--- src/rtl/fredkin_decoder.sv ---
`timescale 1ns/1ps
module fredkin_decoder #(
  parameter int N = 4
) (
  input  logic [N-1:0]        sel,
  output logic [(1<<N)-1:0]   onehot,
  output logic [(1<<N)-4:0]   garbage,
  output logic [15:0]         fredkin_count,
  output logic [15:0]         quantum_cost
);
  localparam int LINES  = 1 << N;
  localparam int GATES  = LINES - 3;
  localparam int QCOST  = 10 + 5 * (LINES - 4);

  if (N < 2 || N > 6) begin : g_bad_n
    $error("fredkin_decoder: N must be 2..6");
  end

  function automatic logic [2:0] fredkin(input logic c, input logic a, input logic b);
    return {c, c ? b : a, c ? a : b};
  endfunction

  for (genvar s = 2; s <= N; s++) begin : st
    logic [(1<<s)-1:0] v;
    if (s == 2) begin : g_base
      logic       x, y, tr_q, tr_r, nq;
      logic [2:0] f;
      assign x    = sel[N-1];
      assign y    = sel[N-2];
      assign f    = fredkin(x, y, 1'b0);
      assign tr_q = f[2] ^ y;
      assign tr_r = (f[2] & ~y) ^ 1'b0;
      assign nq   = ~tr_q;
      assign v[0] = f[0] ^ nq;
      assign v[1] = f[1];
      assign v[2] = tr_r;
      assign v[3] = f[0];
      assign garbage[0] = f[2];
    end else begin : g_split
      for (genvar k = 0; k < (1 << (s-1)); k++) begin : gt
        logic [2:0] f;
        assign f = fredkin(sel[N-s], st[s-1].v[k], 1'b0);
        assign v[2*k]   = f[1];
        assign v[2*k+1] = f[0];
        assign garbage[(1<<(s-1)) - 3 + k] = f[2];
      end
    end
  end

  assign onehot        = st[N].v;
  assign fredkin_count = 16'(GATES);
  assign quantum_cost  = 16'(QCOST);
endmodule


--- config.mk ---
export PLATFORM = sky130hd
export DESIGN_NAME = fredkin_decoder
export DESIGN_NICKNAME = d
export VERILOG_FILES = /design/src/rtl/fredkin_decoder.sv
export SDC_FILE = /design/constraint.sdc
export NUM_CORES = 1
export LEC_CHECK = 0
export ABC_AREA = 1
export BUFFER_PORTS_ARGS = -buffer_cell sky130_fd_sc_hd__buf_4
export CELL_PAD_IN_SITES_DETAIL_PLACEMENT = 1
export CELL_PAD_IN_SITES_GLOBAL_PLACEMENT = 2
export CORE_MARGIN = 5
export CORE_UTILIZATION = 14
export DETAILED_ROUTE_END_ITERATION = 10
export PLACE_DENSITY_LB_ADDON = 0.05
export SYNTH_ARGS = -nofsm -noshare
export SYNTH_HDL_FRONTEND = slang
export SYNTH_SLANG_ARGS = --single-unit
--- constraint.sdc ---
create_clock -name vclk -period 1.1
set_clock_uncertainty 0.15 [all_clocks]
set_input_delay 0.055 -clock vclk [all_inputs]
set_output_delay 0.055 -clock vclk [all_outputs]
set_load 0.005 [all_outputs]
==> reports/summary.txt <==
Cell Area, Synth = 472 um^2
Mux cell area share after synthesis = 0
Pins Over Slew Limit = 0
Peak supply drop = 0.0000510 V
WL/cell = 9.41 um
Nets = 100
Post-Synth XOR/XNOR Area = 0
Hold Buf Count CTS = 0
Post-Synth Adder-Cell Area = 0
Synth Area in Simple Gates = 0.220
Via count = 382
Final core occ = 0.164
Synth Area in Compound Gates = 0
Initial antenna violation count = 0
Commonest non-fill, non-tap cell in the layout = buf_4
Die Ht = 68.0 um
Final wirelength = 1.32 mm
Cells after synthesis = 77
Die width = 68.0 um
Max Freq = 1160 MHz
Avg Cell Area, Syn = 6.13 um^2
Clock buffers = 0
Period utilisation layout = 0.782
Reg area = 0 um^2
Core area = 0.00331 mm^2
Share of cells above drive strength 1 = 0.372
Final HPWL DP = 1.17 mm
Setup tns final = 0 ps
Largest net degree at the start of global routing = 18
Hold crit path type = in2out
FF+latch count = 0
Layout area overhead = 15.4%
P_leak = 0.000337 uW
Main combinational cell family by area after synthesis = buffers and inverters
Metal2 WL = 635 um
CP required = 890 ps
Uppermost layer routed = met3
Routability Congestion = 0.640
Cell Rows = 21
Ys Warns = 0
Initial Utilization = 0.142
Setup CP Type = in2out
DR DRC count = 0
Post-route antenna net violation count = 0
Crit path capture type = primary output
Max-cap viol count = 0
DR iter-0 viols = 12
Die ar. = 0.00463 mm^2
Status = finished clean
Number of global-route vias before repair = 335
RSZ-0062 raised after global routing = no
Overflow after GRT = 0
Final Critical Period = 860 ps
Most frequent cells in the layout = 33 x buf_4, 32 x conb_1, 16 x nor2_1
Port bufs = 33
Setup crit start kind = input port
Via density = 2.73
Postcts setup bufs = 0
First-pass GRT wire length = 1.66 mm
Met1 WL = 452 um
Final setup vio count = 0
ANT cells = 0
CP arrival = 660 ps
Setup Slack @ Placement = 229 ps
Pre-antenna DRT Iters = 3
Sequential element share of the synthesized area = 0
Resized cells post-CTS = 0
# IOs = 65
PnR worst setup slack = 240 ps
Tot GR Track Use = 0.0453
Yosys cell types = 8
Crit path max fanout = 9
Met3 WL = 230 um
Cell Pwr Density = 280 mW/mm^2
Final Hold Vio Count = 0
==> synth_stat cells (all sizes together) <==
cell type | instances | area share
buf | 46 | 0.73
nor2 | 17 | 0.14
nand3 | 6 | 0.064
inv | 4 | 0.032
conb | 2 | 0.016
nand2 | 2 | 0.016
==> path summary, 6_finish.rpt <==
check                    end  slack [ps]    from  cells past startpoint
setup / recovery  onehot[12]         240  sel[1]                      5
hold / removal    garbage[0]         200  sel[3]                      2
==> cells by family (layout without fill, tap and decap cells) <==
| logic type | after synthesis | after routing |
|---|---|---|
| buffers and inverters | 50 | 37 |
| and+or+nand+nor | 25 | 25 |
| other | 2 | 32 |
==> through the flow <==
step           power (uW)  area [um^2]  hold slack, ps  cells
6_report              152          544             202    140
5_1_grt               173          544             219    140
4_1_cts               152          544             209    140
3_5_place_dp          152          544             210    140
3_3_place_gp          154          544             207    140
2_1_floorplan         176          584            40.8    107
==> power by group <==
group	switching [uW]	total [uW]	internal [uW]
clock network	0	0	0
registers	0	0	0
logic	88.7	152	63.5
==> layer usage <==
metal,up-vias,track usage
met5,-,0
met4,0,0
met3,0,0.00657
met1,160,0.0572
li1,189,-
met2,33,0.0854
==> cell type report <==
cell class	count	area, um^2
fill	443	2770
timing repair buffer	33	248
multi-input combinational	57	224
tap	46	57.6
inverter	4	15.0
==> critical path, cell delays in order <==
cell and delay, ps:
buf_4 140, inv_1 110, nand3_1 110, nor2_1 120
buf_4 130
(Power assumes the default switching activity.)
